--- config.mk ---
export PLATFORM = sky130hd
export DESIGN_NAME = strap_irq_pins
export DESIGN_NICKNAME = d
export VERILOG_FILES = /design/src/rtl/strap_irq_pins.sv
export SDC_FILE = /design/constraint.sdc
export NUM_CORES = 1
export LEC_CHECK = 0
export ABC_AREA = 1
export BUFFER_PORTS_ARGS = -buffer_cell sky130_fd_sc_hd__buf_4
export CAP_MARGIN = 10
export CORE_AREA = 10 10 56 58
export CTS_BUF_LIST = sky130_fd_sc_hd__clkbuf_8 sky130_fd_sc_hd__clkbuf_16
export DETAILED_ROUTE_END_ITERATION = 6
export DIE_AREA = 0 0 66 68
export PLACE_DENSITY = 0.82
export SETUP_SLACK_MARGIN = 0.05
export SLEW_MARGIN = 20
export SYNTH_ARGS = -nofsm -noshare
export SYNTH_HDL_FRONTEND = slang
export SYNTH_SLANG_ARGS = --single-unit
--- constraint.sdc ---
create_clock -name clk -period 1.1 [get_ports clk]
set_clock_uncertainty 0.1 [all_clocks]
set_input_delay 0.11 -clock clk [delete_from_list [all_inputs] [get_ports clk]]
set_output_delay 0.11 -clock clk [all_outputs]
set_load 0.01 [all_outputs]
--- src/rtl/strap_irq_pins.sv ---
module strap_irq_pins #(
  parameter int N        = 4,
  parameter int WAKE_PIN = 0
) (
  input  logic           clk,
  input  logic           rst_n,
  input  logic [N-1:0]   pin_in,
  output logic [N-1:0]   pin_oe,
  output logic [N-1:0]   pin_out,
  input  logic [N-1:0]   cfg_gpio,
  input  logic [N-1:0]   cfg_edge,
  input  logic [N-1:0]   cfg_irq_en,
  input  logic [2*N-1:0] cfg_dir,
  input  logic [N-1:0]   gpio_wdata,
  output logic [N-1:0]   gpio_rdata,
  input  logic [N-1:0]   irq_ack,
  output logic [N-1:0]   irq_req,
  output logic [N-1:0]   boot_mode,
  input  logic           stop_req,
  output logic           wake
);
  localparam logic [1:0] DIR_IN  = 2'b01;
  localparam logic [1:0] DIR_OUT = 2'b10;

  logic [N-1:0] sync1, sync2, sync3, pend;
  logic [N-1:0] fall;

  always_ff @(posedge clk) begin
    sync1 <= pin_in;
    sync2 <= sync1;
    sync3 <= sync2;
  end

  assign fall = sync3 & ~sync2;

  always_ff @(posedge clk) begin
    if (!rst_n) begin
      pend      <= '0;
      boot_mode <= sync2;
    end else begin
      pend <= ~cfg_gpio & cfg_edge & ((pend & ~irq_ack) | fall);
    end
  end

  for (genvar i = 0; i < N; i++) begin : g_pin
    logic [1:0] dir;
    assign dir           = cfg_dir[2*i +: 2];
    assign pin_oe[i]     = rst_n & cfg_gpio[i] & (dir == DIR_OUT);
    assign pin_out[i]    = pin_oe[i] & gpio_wdata[i];
    assign gpio_rdata[i] = cfg_gpio[i] & ((dir == DIR_IN) | (dir == DIR_OUT)) & sync2[i];
    assign irq_req[i]    = rst_n & ~cfg_gpio[i] & cfg_irq_en[i] &
                           (cfg_edge[i] ? pend[i] : ~sync2[i]);
  end

  assign wake = rst_n & stop_req & ~sync2[WAKE_PIN];
endmodule


=== Word level (Yosys, flattened, before mapping) ===
Index checks and enable logic that the tools add are counted.

* Register bits: 20
* Bits of input ports: 35
* Word-level logic and storage cells: 71

* Eq/ne operators: 8
* Mux-type cells: 4
* Bitwise operators: 54

{| class="wikitable"
|+ Operators by type and width
! operator !! number
|-
| 1-bit bitwise AND || 34
|-
| 4-bit bitwise AND || 4
|-
| 4-bit inverter || 3
|-
| 2-bit by 1-bit == test with 1-bit output (second input constant) || 4
|-
| 2-bit == test (second input constant) || 4
|-
| 1-bit inverter || 8
|-
| 1-bit 2-to-1 mux || 4
|-
| 1-bit OR || 4
|-
| 4-bit OR || 1
|}

=== Depth between registers and ports, before layout ===
* Word-level depth: 4
* Depth in mapped cells: 4
* Gate-level depth less buffers: 4

=== Worst setup path before layout ===
Ideal clock, no wire load.

* Kind: input port to output port
* From: input cfg_dir[0]
* To: output gpio_rdata[0]
* Arrival time: 0.719 ns
* Required time: 0.890 ns
* Path slack: 0.171 ns
* Cell stages on the path: 3
* Cell sequence: inv_1 > ha_1 > nor3_1

* Longest elaborated chain between the ends: 4
* Elaborated cells on any way between the ends: 5
* Classes of those cells: 2 x eq/ne; 3 x bitwise

{| class="wikitable"
|+ Ends and longest elaborated chain
! item !! line !! RTL
|-
| from (decl) || 13 || <nowiki>input logic [2*N-1:0] cfg_dir,</nowiki>
|-
| 2-bit by 1-bit == test with 1-bit output / 2-bit == test (equally long branches) || 50 || <nowiki>assign gpio_rdata[i] = cfg_gpio[i] & ((dir == DIR_IN) | (dir == DIR_OUT)) & sync2[i];</nowiki>
|-
| 1-bit OR (*) || 50 ||
|-
| 1-bit bitwise AND (*) (2 in a row) || 50 ||
|-
| to (decl) || 15 || <nowiki>output logic [N-1:0] gpio_rdata,</nowiki>
|}

Mark *: on every way between the ends. The rest lies on a longest branch, timed or not.

=== Worst setup path after layout ===
* From: register pend[1]
* To: output irq_req[1]

* Longest elaborated chain between the ends: 2

{| class="wikitable"
|+ Ends and longest elaborated chain
! item !! line !! RTL
|-
| from (decl) || 25 || <nowiki>logic [N-1:0] sync1, sync2, sync3, pend;</nowiki>
|-
| from (signal assigned) || 41 || <nowiki>pend <= ~cfg_gpio & cfg_edge & ((pend & ~irq_ack) | fall);</nowiki>
|-
| 1-bit 2-to-1 mux || 52 || <nowiki>(cfg_edge[i] ? pend[i] : ~sync2[i]);</nowiki>
|-
| 1-bit bitwise AND || 51 || <nowiki>assign irq_req[i] = rst_n & ~cfg_gpio[i] & cfg_irq_en[i] &</nowiki>
|-
| to (decl) || 17 || <nowiki>output logic [N-1:0] irq_req,</nowiki>
|}

No other way between the ends.

==> results.sh <==
export IMPL_ff_latch_area_um2=449
export IMPL_area_delta_synth_final_pct=78.3
export IMPL_min_delay_path_class="in -> reg"
export IMPL_drive_above_1_share=0.553
export IMPL_hold_violations=0
export IMPL_dp_hpwl_mm=2.15
export IMPL_synth_nets=141
export IMPL_end_kind="primary output"
export IMPL_stdcell_area_um2=1520
export IMPL_totalWireLength_mm=2.91
export IMPL_die_y_um=68
export IMPL_grt_first_pass_wirelength_mm=4.17
export IMPL_min_from="cfg_edge[1]"
export IMPL_p_switching_uw=396
export IMPL_vias=917
export IMPL_slowest_stage="dfxtp_2"
export IMPL_seq_power_share=0.434
export IMPL_maxSlewHeadroom=0.894
export IMPL_cts_root_buf="clkbuf_8"
export IMPL_path_max_fanout=2
export IMPL_fmax_mhz=836
export IMPL_vias_per_cell=4.63
export IMPL_antenna_cells=0
export IMPL_maxCapViolCount=0
export IMPL_hold_depth=3
export IMPL_grt_overflow=0
export IMPL_drtAntennaViolNets=0
export IMPL_coreArea_um2=2110
export IMPL_clkTransAtPathRegs_ns=0.07
export IMPL_multi_input_area_um2=359
export IMPL_clk_path_buf_depth=2
export IMPL_cts_tree="done"
export IMPL_rrSetupSlack_ns=0.25
export IMPL_port_buffers=55
export IMPL_grt_pass1_vias=1006
export IMPL_post_route_period_util=1.09
export IMPL_critPathBufInv=2
export IMPL_status="finished with violations"
export IMPL_criticalPathCategory="reg -> out"
export IMPL_cpMostUsedCell="nand2_1"
export IMPL_detail_route_wl_per_cell_um=14.7
export IMPL_drc=0
export IMPL_slowest_delay_ns=0.34
export IMPL_die_area_um2=4490
export IMPL_setup_slack_ns=-0.0964
export IMPL_combPwrFrac=0.166
export IMPL_worst_pin_slew_ns=0.159
export IMPL_whs_endpoint="pend[1]"
export IMPL_crit_required_ns=0.89
export IMPL_postSynthCellCount=102
export IMPL_r2r_start="sync2[0]"
export IMPL_p_leak_nw=0.759
export IMPL_r2r_cells=4
export IMPL_startpoint_type="register"
export IMPL_dpl_instance_area_um2=1290
export IMPL_rows=17
export IMPL_cts_buffers=3
export IMPL_n_fill_cell=162
export IMPL_internal_power_mw=1.44
export IMPL_post_place_ws_ns=0.0430
export IMPL_power_density_nw_per_um2=1210
export IMPL_place_congestion=0.801
export IMPL_min_period_ns=1.20
export IMPL_die_w_um=66
export IMPL_h_tree_depth=1
export IMPL_pwr_share_clk=0.400
export IMPL_path_delay_family="flip-flops"
export IMPL_firstDrtPassIters=4
export IMPL_ys_seq_elements=20
export IMPL_setup_viol=9
export IMPL_yosys_warnings=0
export IMPL_ys_types=12
export IMPL_path_cells="inv_2 > nand2_1 > nand2_1 > nor2_1 > buf_4"
export IMPL_start_util=0.405
export IMPL_ys_seq_area_frac=0.517
export IMPL_nNetsFinal=210
export IMPL_arrival_ns=0.99
export IMPL_syn_area_um2=852
export IMPL_switching_share=0.215
export IMPL_grt_max_degree=13
export IMPL_drt_iter0_drc=41
export IMPL_worst_skew_pair_late_latency_ns=0.26
export IMPL_ios=56
export IMPL_r2r_end="pend[0]"
export IMPL_report_final_slew_viol_count=0
export IMPL_avgSynthCellArea_um2=8.35
export IMPL_grt_antenna_before_repair=0
export IMPL_vdd_drop_max_v=0.000856
export IMPL_violations="negative setup slack"
export IMPL_grt_setup_unrepaired="yes"
export IMPL_gr_usage_all_layers=0.121
export IMPL_cts_sinks=20
export IMPL_power_mw=1.84
==> sequential cells by signal, summed over array words and instances (netlist names) <==
| signal | flops |
|---|---|
| sync1 | 4 |
| sync2 | 4 |
| sync3 | 4 |
| pend | 4 |
| boot_mode | 4 |
==> cell usage after synthesis <==
cell type	count	share of area
nand3_1	8	0.047
nor2_1	8	0.035
edfxtp_1	4	0.14
a21oi_1	5	0.029
nor3b_2	4	0.059
nor3_1	4	0.023
buf_6	1	0.013
inv_1	23	0.10
inv_6	1	0.010
ha_1	4	0.059
dfxtp_1	16	0.38
nand2_1	24	0.11
==> per-layer routing <==
metal / routed length (µm) / part of all wire / track usage
met1: 1010 / 0.35 / 0.102
met5: 0 / 0 / 0
met2: 1490 / 0.51 / 0.221
met3: 305 / 0.10 / 0.0555
met4: 106 / 0.036 / 0.0890
==> power by group through the flow <==
stage               clock (mW)  sequential [mW]  combinational (mW)
finish                   0.736            0.799               0.305
global route             0.777            0.803               0.333
CTS                      0.741            0.799               0.289
detailed placement           0            0.813               0.251
global placement             0            0.812               0.238
floorplan                    0            0.814              0.0925
==> worst reg2reg max path, cell delays in order, from the launching register on <==
cell,delay (ns)
dfxtp_2,0.33
inv_2,0.08
buf_4,0.11
nand2_1,0.04
a21oi_1,0.13
==> cells by family (layout without fill, tap and decap cells) <==
kind of cell / count (synthesis) / count (layout) / share of synthesized area
DFF: 20 / 20 / 0.517
buffers and inverters: 25 / 93 / 0.125
adders and majority gates: 4 / 4 / 0.0587
and+or+nand+nor: 48 / 48 / 0.270
AOI/OAI and AO/OA: 5 / 5 / 0.0294
==> per-stage QoR <==
step                      instances  setup TNS [ns]   util  hold WS (ns)
after detailed placement        184               0  0.612         0.116
after global routing            198          -0.847  0.721       0.00940
after global placement          184               0  0.612         0.115
final                           198          -0.390  0.721       0.00502
after floorplan                 102               0      -        0.0377
after CTS                       197          -0.393  0.702       0.00467
==> cell usage in the layout, fill, tap and decap left out, types with 2 or more instances in the layout <==
master	instances
nor2_1	7
dlygate4sd3_1	7
a21oi_1	4
nor3_2	4
nand3_1	8
buf_4	57
ha_1	2
nand2_2	3
edfxtp_1	4
dfxtp_1	9
inv_1	14
dfxtp_2	7
clkbuf_8	3
nor3b_2	4
inv_2	9
nand2_1	21
==> how the worst max path moves through the flow <==
stage | startpoint | to | slack [ns] | depth (start not counted)
after floorplan | cfg_dir[0] | gpio_rdata[0] | 0.17 | 3
after global placement | cfg_dir[6] | gpio_rdata[3] | 0.07 | 5
after detailed placement | cfg_dir[0] | gpio_rdata[0] | 0.04 | 5
after CTS | pend[1] | irq_req[1] | -0.11 | 5
after global routing | sync2[0] | irq_req[0] | -0.14 | 4
final | pend[1] | irq_req[1] | -0.1 | 5
==> layout make-up <==
| type | count | area share |
|---|---|---|
| clock buffer | 3 | 0.0272 |
| clock inverter | 1 | 0.0198 |
| inverter | 24 | 0.0626 |
| multi-input combinational | 57 | 0.236 |
| sequential | 20 | 0.296 |
| tap | 28 | 0.0231 |
| timing repair buffer | 65 | 0.335 |
==> timing repair <==
action | 4_1_cts | 5_1_grt
hold endpoints to repair | 7 | 0
resized for setup | 19 | 11
pin swaps | 3 | 9
endpoints found under the setup margin | 9 | 11
hold buffers | 7 | 0
buffers inserted | 2 | 1
(Power assumes the default switching activity.)
